`config.mk`:
```
export PLATFORM = sky130hd
export DESIGN_NAME = metric_range_compressor
export DESIGN_NICKNAME = d
export VERILOG_FILES = /design/src/rtl/mrc_pkg.sv /design/src/rtl/mrc_maxmin_cell.sv /design/src/rtl/mrc_pick_cell.sv /design/src/rtl/mrc_ctrl.sv /design/src/rtl/mrc_datapath.sv /design/src/rtl/metric_range_compressor.sv
export SDC_FILE = /design/constraint.sdc
export NUM_CORES = 1
export LEC_CHECK = 0
export CAP_MARGIN = 15
export CORE_AREA = 2 2 121 123
export CTS_BUF_LIST = sky130_fd_sc_hd__clkbuf_16
export CTS_CLUSTER_SIZE = 16
export DETAILED_ROUTE_END_ITERATION = 6
export DIE_AREA = 0 0 123 125
export PLACE_DENSITY = 0.72
export SYNTH_ARGS = -nofsm -noshare
export SYNTH_HDL_FRONTEND = slang
export SYNTH_SLANG_ARGS = --single-unit
```
`constraint.sdc`:
```
create_clock -name clk -period 14.35 [get_ports clk]
set_clock_uncertainty 0.2 [all_clocks]
set_input_delay 2.87 -clock clk [delete_from_list [all_inputs] [get_ports clk]]
set_output_delay 2.87 -clock clk [all_outputs]
set_load 0.03 [all_outputs]
```
`src/rtl/mrc_pkg.sv`:
```
package mrc_pkg;

  // Strobes sent from the control half to the datapath half.
  typedef struct packed {
    logic capture;   // latch the compressed word this edge
    logic clear;     // zero the held word (reset)
  } mrc_strobe_t;

  // Offset of the first node of a given tree level in the flat node array.
  function automatic int levelBase(input int numStates, input int lvl);
    return numStates - (numStates >> lvl);
  endfunction

endpackage

```
`src/rtl/mrc_maxmin_cell.sv`:
```
// First-level cell: one compare unit, two selectors. Operand a carries the
// lower state number, so it wins every tie for both outputs.
module mrc_maxmin_cell #(
  parameter int W  = 12,
  parameter int IW = 3
) (
  input  logic [W-1:0]  aVal,
  input  logic [IW-1:0] aIdx,
  input  logic [W-1:0]  bVal,
  input  logic [IW-1:0] bIdx,
  output logic [W-1:0]  hiVal,
  output logic [IW-1:0] hiIdx,
  output logic [W-1:0]  loVal,
  output logic [IW-1:0] loIdx
);
  logic bAbove;
  logic bBelow;

  always_comb begin
    bAbove = $signed(bVal) > $signed(aVal);
    bBelow = $signed(bVal) < $signed(aVal);
    hiVal  = bAbove ? bVal : aVal;
    hiIdx  = bAbove ? bIdx : aIdx;
    loVal  = bBelow ? bVal : aVal;
    loIdx  = bBelow ? bIdx : aIdx;
  end
endmodule

```
`src/rtl/mrc_pick_cell.sv`:
```
// Upper-level cell: one compare, one selector. PICK_MAX chooses the variant.
module mrc_pick_cell #(
  parameter int W        = 12,
  parameter int IW       = 3,
  parameter bit PICK_MAX = 1'b1
) (
  input  logic [W-1:0]  aVal,
  input  logic [IW-1:0] aIdx,
  input  logic [W-1:0]  bVal,
  input  logic [IW-1:0] bIdx,
  output logic [W-1:0]  selVal,
  output logic [IW-1:0] selIdx
);
  logic takeB;

  generate
    if (PICK_MAX) begin : g_max
      assign takeB = $signed(bVal) > $signed(aVal);
    end else begin : g_min
      assign takeB = $signed(bVal) < $signed(aVal);
    end
  endgenerate

  assign selVal = takeB ? bVal : aVal;
  assign selIdx = takeB ? bIdx : aIdx;
endmodule

```
`src/rtl/mrc_ctrl.sv`:
```
module mrc_ctrl
  import mrc_pkg::*;
#(
  parameter bit OUT_REG = 1'b1
) (
  input  logic        clk,
  input  logic        rstN,
  input  logic        inValid,
  output mrc_strobe_t strobe,
  output logic        outValid
);
  always_comb begin
    strobe.capture = inValid && rstN;
    strobe.clear   = !rstN;
  end

  generate
    if (OUT_REG) begin : g_reg
      logic validQ;
      always_ff @(posedge clk) begin
        if (!rstN) validQ <= 1'b0;
        else       validQ <= inValid;
      end
      assign outValid = validQ;

      AST_RESET_CLEARS: assert property (@(posedge clk)
        !rstN |=> !outValid);
      AST_VALID_FOLLOWS: assert property (@(posedge clk) disable iff (!rstN)
        inValid |=> outValid);
      AST_NO_SPURIOUS: assert property (@(posedge clk) disable iff (!rstN)
        !inValid |=> !outValid);
    end else begin : g_comb
      assign outValid = inValid;
    end
  endgenerate
endmodule

```
`src/rtl/mrc_datapath.sv`:
```
module mrc_datapath
  import mrc_pkg::*;
#(
  parameter int  NUM_STATES = 8,
  parameter int  METRIC_W   = 12,
  parameter int  RANGE_W    = 8,
  parameter bit  OUT_REG    = 1'b1
) (
  input  logic                                clk,
  input  logic                                rstN,
  input  mrc_strobe_t                         strobe,
  input  logic [NUM_STATES-1:0][METRIC_W-1:0] metrics,
  output logic [RANGE_W-1:0]                  outRange,
  output logic [$clog2(NUM_STATES)-1:0]       outMaxIdx,
  output logic [$clog2(NUM_STATES)-1:0]       outMinIdx
);
  localparam int IW        = $clog2(NUM_STATES);
  localparam int LEVELS    = IW;
  localparam int NODES     = NUM_STATES - 1;
  localparam int PAIRS     = NUM_STATES / 2;
  localparam int ROOT      = NODES - 1;
  localparam int SPREAD_W  = METRIC_W + 1;
  localparam logic [SPREAD_W-1:0] CLIP_LIM = SPREAD_W'((1 << RANGE_W) - 1);

  // Flat node arrays: level 0 = pair cells, higher levels = pick cells.
  logic [METRIC_W-1:0] hiV [NODES];
  logic [IW-1:0]       hiI [NODES];
  logic [METRIC_W-1:0] loV [NODES];
  logic [IW-1:0]       loI [NODES];

  generate
    for (genvar p = 0; p < PAIRS; p++) begin : g_pair
      mrc_maxmin_cell #(.W(METRIC_W), .IW(IW)) u_pair (
        .aVal (metrics[2*p]),
        .aIdx (IW'(2*p)),
        .bVal (metrics[2*p+1]),
        .bIdx (IW'(2*p+1)),
        .hiVal(hiV[p]),
        .hiIdx(hiI[p]),
        .loVal(loV[p]),
        .loIdx(loI[p])
      );
    end

    for (genvar lv = 1; lv < LEVELS; lv++) begin : g_lvl
      localparam int BASE  = levelBase(NUM_STATES, lv);
      localparam int PBASE = levelBase(NUM_STATES, lv - 1);
      for (genvar n = 0; n < (NUM_STATES >> (lv + 1)); n++) begin : g_node
        mrc_pick_cell #(.W(METRIC_W), .IW(IW), .PICK_MAX(1'b1)) u_max (
          .aVal  (hiV[PBASE+2*n]),
          .aIdx  (hiI[PBASE+2*n]),
          .bVal  (hiV[PBASE+2*n+1]),
          .bIdx  (hiI[PBASE+2*n+1]),
          .selVal(hiV[BASE+n]),
          .selIdx(hiI[BASE+n])
        );
        mrc_pick_cell #(.W(METRIC_W), .IW(IW), .PICK_MAX(1'b0)) u_min (
          .aVal  (loV[PBASE+2*n]),
          .aIdx  (loI[PBASE+2*n]),
          .bVal  (loV[PBASE+2*n+1]),
          .bIdx  (loI[PBASE+2*n+1]),
          .selVal(loV[BASE+n]),
          .selIdx(loI[BASE+n])
        );
      end
    end
  endgenerate

  // Subtract and clip.
  logic [SPREAD_W-1:0] spread;
  logic [RANGE_W-1:0]  clipped;

  always_comb begin
    spread  = {hiV[ROOT][METRIC_W-1], hiV[ROOT]} - {loV[ROOT][METRIC_W-1], loV[ROOT]};
    clipped = (spread > CLIP_LIM) ? RANGE_W'(CLIP_LIM) : spread[RANGE_W-1:0];
  end

  generate
    if (OUT_REG) begin : g_reg
      logic [RANGE_W-1:0] rangeQ;
      logic [IW-1:0]      maxQ;
      logic [IW-1:0]      minQ;

      always_ff @(posedge clk) begin
        if (strobe.clear) begin
          rangeQ <= '0;
          maxQ   <= '0;
          minQ   <= '0;
        end else if (strobe.capture) begin
          rangeQ <= clipped;
          maxQ   <= hiI[ROOT];
          minQ   <= loI[ROOT];
        end
      end

      assign outRange  = rangeQ;
      assign outMaxIdx = maxQ;
      assign outMinIdx = minQ;

      AST_RESET_ZERO: assert property (@(posedge clk)
        !rstN |=> (outRange == '0 && outMaxIdx == '0 && outMinIdx == '0));
      AST_CLIP_CEILING: assert property (@(posedge clk) disable iff (!rstN)
        (strobe.capture && spread > CLIP_LIM) |=> outRange == RANGE_W'(CLIP_LIM));
      AST_HOLD_WORD: assert property (@(posedge clk) disable iff (!rstN)
        !strobe.capture |=> ($stable(outRange) && $stable(outMaxIdx) && $stable(outMinIdx)));
      AST_MAX_INDEX_MATCH: assert property (@(posedge clk) disable iff (!rstN)
        strobe.capture |-> metrics[hiI[ROOT]] == hiV[ROOT]);
      AST_MIN_INDEX_MATCH: assert property (@(posedge clk) disable iff (!rstN)
        strobe.capture |-> metrics[loI[ROOT]] == loV[ROOT]);
      AST_NO_OVERFLOW: assert property (@(posedge clk) disable iff (!rstN)
        strobe.capture |-> !spread[SPREAD_W-1] || spread > CLIP_LIM);
    end else begin : g_comb
      assign outRange  = clipped;
      assign outMaxIdx = hiI[ROOT];
      assign outMinIdx = loI[ROOT];
    end
  endgenerate
endmodule

```
`src/rtl/metric_range_compressor.sv`:
```
module metric_range_compressor
  import mrc_pkg::*;
#(
  parameter int NUM_STATES = 8,
  parameter int METRIC_W   = 12,
  parameter int RANGE_W    = 8,
  parameter bit OUT_REG    = 1'b1
) (
  input  logic                                clk,
  input  logic                                rst_n,
  input  logic                                in_valid,
  input  logic [NUM_STATES-1:0][METRIC_W-1:0] in_metrics,
  output logic                                out_valid,
  output logic [RANGE_W-1:0]                  out_range,
  output logic [$clog2(NUM_STATES)-1:0]       out_max_idx,
  output logic [$clog2(NUM_STATES)-1:0]       out_min_idx
);
  mrc_strobe_t strobe;

  mrc_ctrl #(.OUT_REG(OUT_REG)) u_ctrl (
    .clk     (clk),
    .rstN    (rst_n),
    .inValid (in_valid),
    .strobe  (strobe),
    .outValid(out_valid)
  );

  mrc_datapath #(
    .NUM_STATES(NUM_STATES),
    .METRIC_W  (METRIC_W),
    .RANGE_W   (RANGE_W),
    .OUT_REG   (OUT_REG)
  ) u_dp (
    .clk      (clk),
    .rstN     (rst_n),
    .strobe   (strobe),
    .metrics  (in_metrics),
    .outRange (out_range),
    .outMaxIdx(out_max_idx),
    .outMinIdx(out_min_idx)
  );
endmodule

```
==> run_results.csv <==
group,metric,value,unit
outcome,status,"completed",
logic_synthesis,ys_ff_latch,15,
pwr,switchingPower,0.6454,mW
pwr,power.share.clock,4.4,%
critical_path,slowest_stage,"o21ai_1",
clock_tree,htree_levels,1,
logic_synthesis,syn_inst,828,
logic_synthesis,yosysMostFrequentCell,"ha_1",
floorplanning,die_h,125,µm
detailed_routing,first_iter_violations,424,
layout,syn_to_final_growth,22.97,%
placed_design,port_buffers,113,
critical_path,worstSetupPathType,"input port to register",
pwr,power_frac_seq,5.0,%
global_routing,antenna_found_initial,0,
critical_path,r2r-end,"u_dp.outMinIdx[2]",
detailed_routing,wl_per_cell,16.47,µm
critical_path,r2r-start,"u_dp.outMinIdx[2]",
clock_tree,cts_resized,0,
logic_synthesis,synth_cell_type_count,67,
timing,setup_tns,0,ps
clock_tree,cts_buffer_depth,2,
logic_synthesis,yosysTopAreaCell,"ha_1",
logic_synthesis,async_flop_share,0,%
global_routing,grtUsageTotal,23.84,%
placed_design,gp_congestion,0.9735,
clock_tree,cts_buffers,3,
critical_path,cp_data_required_time,14270,ps
timing,post-route-period-util,91.07,%
timing,finalSetupViolations,0,
detailed_routing,drcViolationCount,0,
timing,fmax,76.52,MHz
logic_synthesis,syn_area,5982,µm²
worst_hold_path,holdPathEnd,"u_dp.outMaxIdx[0]",
layout,fillers,1401,
clock_tree,cts_tree,"yes",
clock_tree,holdBufCountCts,0,
critical_path,max_stage_delay,760,ps
pwr,power.density,163.1,nW/µm²
floorplanning,fp.dieW,123,µm
clock_tree,cts_sinks,15,
timing,slew-limit-headroom,34.21,%
logic_synthesis,ys.flop_type,"dfxtp_1",
critical_path,reg2reg_depth,2,
timing,hold_viol_final,0,
critical_path,end_kind,"register",
layout,n_antenna_cell,0,
pwr,max-vdd-ir-drop,0.0001109,V
global_routing,overflow,0,
timing,period_minus_slack,13070,ps
logic_synthesis,avgSynthCellArea,7.225,µm²
detailed_routing,ant_nets,0,
timing,maxSlewViolCount,0,
critical_path,r2r_slack,13450,ps
critical_path,start_kind,"input port",
logic_synthesis,yosys-top-cells-count,"ha_1, inv_1, a21oi_1, nor2_1, mux2i_1",
logic_synthesis,synth_edf_count,0,
critical_path,cp_max_fo,17,
layout,fin_cells,1108,
timing,setup_ws,1282,ps
logic_synthesis,synth_area_leaders,"ha_1, mux2i_1, a21oi_1",
timing,worst_slew_pin_slew,980.3,ps
layout,nets,1149,
floorplanning,io_pins,114,
logic_synthesis,syn_nets,1052,
clock_tree,clkLatencyLatePin,240,ps
clock_tree,post_cts_buffers,0,
worst_hold_path,hp-class,"register to register",
detailed_routing,viasPerCell,5.589,
critical_path,critPathArrivalTime,12980,ps
clock_tree,path_clk_slew,50,ps
critical_path,cpMostUsedCell,"o21ai_0",
pwr,combinationalPowerShare,90.6,%
clock_tree,cts-root-buf,"clkbuf_16",
worst_hold_path,hold_depth,2,
floorplanning,core-area,14200,µm²
placed_design,hpwl,15.97,mm
logic_synthesis,synth-seq-area-share,5.020,%
placed_design,dp_cells,1104,
floorplanning,row_count,44,
logic_synthesis,yosysWarnings,0,
logic_synthesis,netlist.area_leader.share,25.94,%
detailed_routing,vias,6193,
global_routing,grt_max_degree,28,
worst_hold_path,hp-start,"u_dp.outMaxIdx[0]",
detailed_routing,firstDrtPassIters,5,
global_routing,grt_pass1_wl,29.54,mm
job,maxCapViolCount,0,
global_routing,grt_pass1_vias,6013,
pwr,switching_share,53.79,%
pwr,internal_power,0.5544,mW
timing,rsz0062_at_grt,"false",
floorplanning,start_util,42.12,%
floorplanning,dieArea,15380,µm²
placed_design,preCtsSetupSlack,1271,ps
pwr,leakage,3.666,nW
layout,drive_gt1_share,5.195,%
detailed_routing,wl,18.25,mm
-- layout make-up --
| type | count | area, µm² | share of cell area (%) |
|---|---|---|---|
| Clock buffer | 3 | 75.07 | 1.021 |
| Sequential cell | 15 | 300.3 | 4.082 |
| Inverter | 98 | 367.9 | 5.001 |
| Multi-Input combinational cell | 687 | 5195 | 70.62 |
| Timing Repair Buffer | 120 | 1184 | 16.09 |
| Tap cell | 184 | 230.2 | 3.130 |
| Clock inverter | 1 | 3.754 | 0.05103 |
-- per-layer routing --
layer  part of all wire [%]  track usage [%]  up-vias  wire, µm
li1                       -                -     3166         -
met1                     46            32.06     2842      8316
met2                     49            42.44      167      8861
met3                    4.6            1.734       18       840
met4                    1.3            3.008        0       235
met5                      0                0        -         0
-- cell usage in the layout, fill, tap and decap left out, types with 5 or more instances in the layout --
| cell type | instances |
|---|---|
| o21ai_2 | 7 |
| ha_1 | 124 |
| nor2_1 | 73 |
| mux2i_1 | 70 |
| nor2b_1 | 15 |
| mux2_2 | 17 |
| nand4_1 | 11 |
| o211ai_1 | 6 |
| xnor2_1 | 7 |
| a21oi_1 | 94 |
| nand2_1 | 58 |
| o21ai_0 | 57 |
| o21a_1 | 5 |
| and4_1 | 12 |
| inv_1 | 99 |
| clkdlybuf4s50_1 | 113 |
| nand2b_1 | 13 |
| a31oi_1 | 7 |
| buf_4 | 7 |
| dfxtp_1 | 15 |
| nand3_1 | 11 |
| a21o_1 | 23 |
| o21ai_1 | 6 |
-- per-stage QoR --
step / total power, mW / utilization [%] / hold WS (ps) / cell area, µm²
after detailed placement: 1.124 / 51.23 / 331.8 / 7277
final: 1.200 / 51.79 / 330.9 / 7356
after global placement: 1.123 / 51.23 / 296.3 / 7277
after floorplan: 0.8631 / - / 432.3 / 5982
after CTS: 1.185 / 51.79 / 338.3 / 7356
after global routing: 1.323 / 51.79 / 362.8 / 7356
-- power groups by stage --
stage                     Combinational, mW  Sequential (mW)  Clock (mW)
after floorplan                       0.780           0.0832           0
after detailed placement               1.06           0.0611           0
after global routing                   1.21           0.0617      0.0552
final                                  1.09           0.0604      0.0524
after global placement                 1.06           0.0615           0
after CTS                              1.07           0.0606      0.0537
-- flip-flops by register name, summed over array words and instances, names as in the netlist --
signal           flops
u_dp.outMaxIdx       3
u_dp.outMinIdx       3
u_ctrl.outValid      1
u_dp.outRange        8
-- cell families (layout without fill, tap and decap cells) --
| logic type | Yosys count | in the layout | synth area share, % |
|---|---|---|---|
| multiplexers | 90 | 90 | 15.60 |
| AND/OR/NAND/NOR | 211 | 211 | 17.07 |
| adder cells (fa/ha/maj) | 127 | 127 | 26.63 |
| flip-flops | 15 | 15 | 5.020 |
| buffers and inverters | 126 | 222 | 8.199 |
| AO/OA/AOI/OAI | 248 | 248 | 25.87 |
| XOR/XNOR | 11 | 11 | 1.611 |
-- how the worst max path moves through the flow --
| stage | slack (ps) | depth (start not counted) | start | to |
|---|---|---|---|---|
| 3_3_place_gp | 1400 | 44 | in_metrics[50] | u_dp.outRange[0] |
| 4_1_cts | 1460 | 43 | in_metrics[50] | u_dp.outRange[2] |
| 5_1_grt | 370 | 49 | in_metrics[31] | u_dp.outRange[2] |
| 3_5_place_dp | 1270 | 43 | in_metrics[50] | u_dp.outRange[5] |
| 6_report | 1280 | 49 | in_metrics[31] | u_dp.outRange[2] |
| 2_1_floorplan | 2400 | 46 | in_metrics[9] | u_dp.outRange[0] |
-- critical path: cells and delay by family --
| kind | cells | cell delay (ps) |
|---|---|---|
| muxes | 2 | 530 |
| AOI/OAI and AO/OA | 28 | 6280 |
| and+or+nand+nor | 10 | 1020 |
| buffers and inverters | 5 | 1100 |
| adders and majority gates | 4 | 1180 |
(Power assumes the default switching activity.)
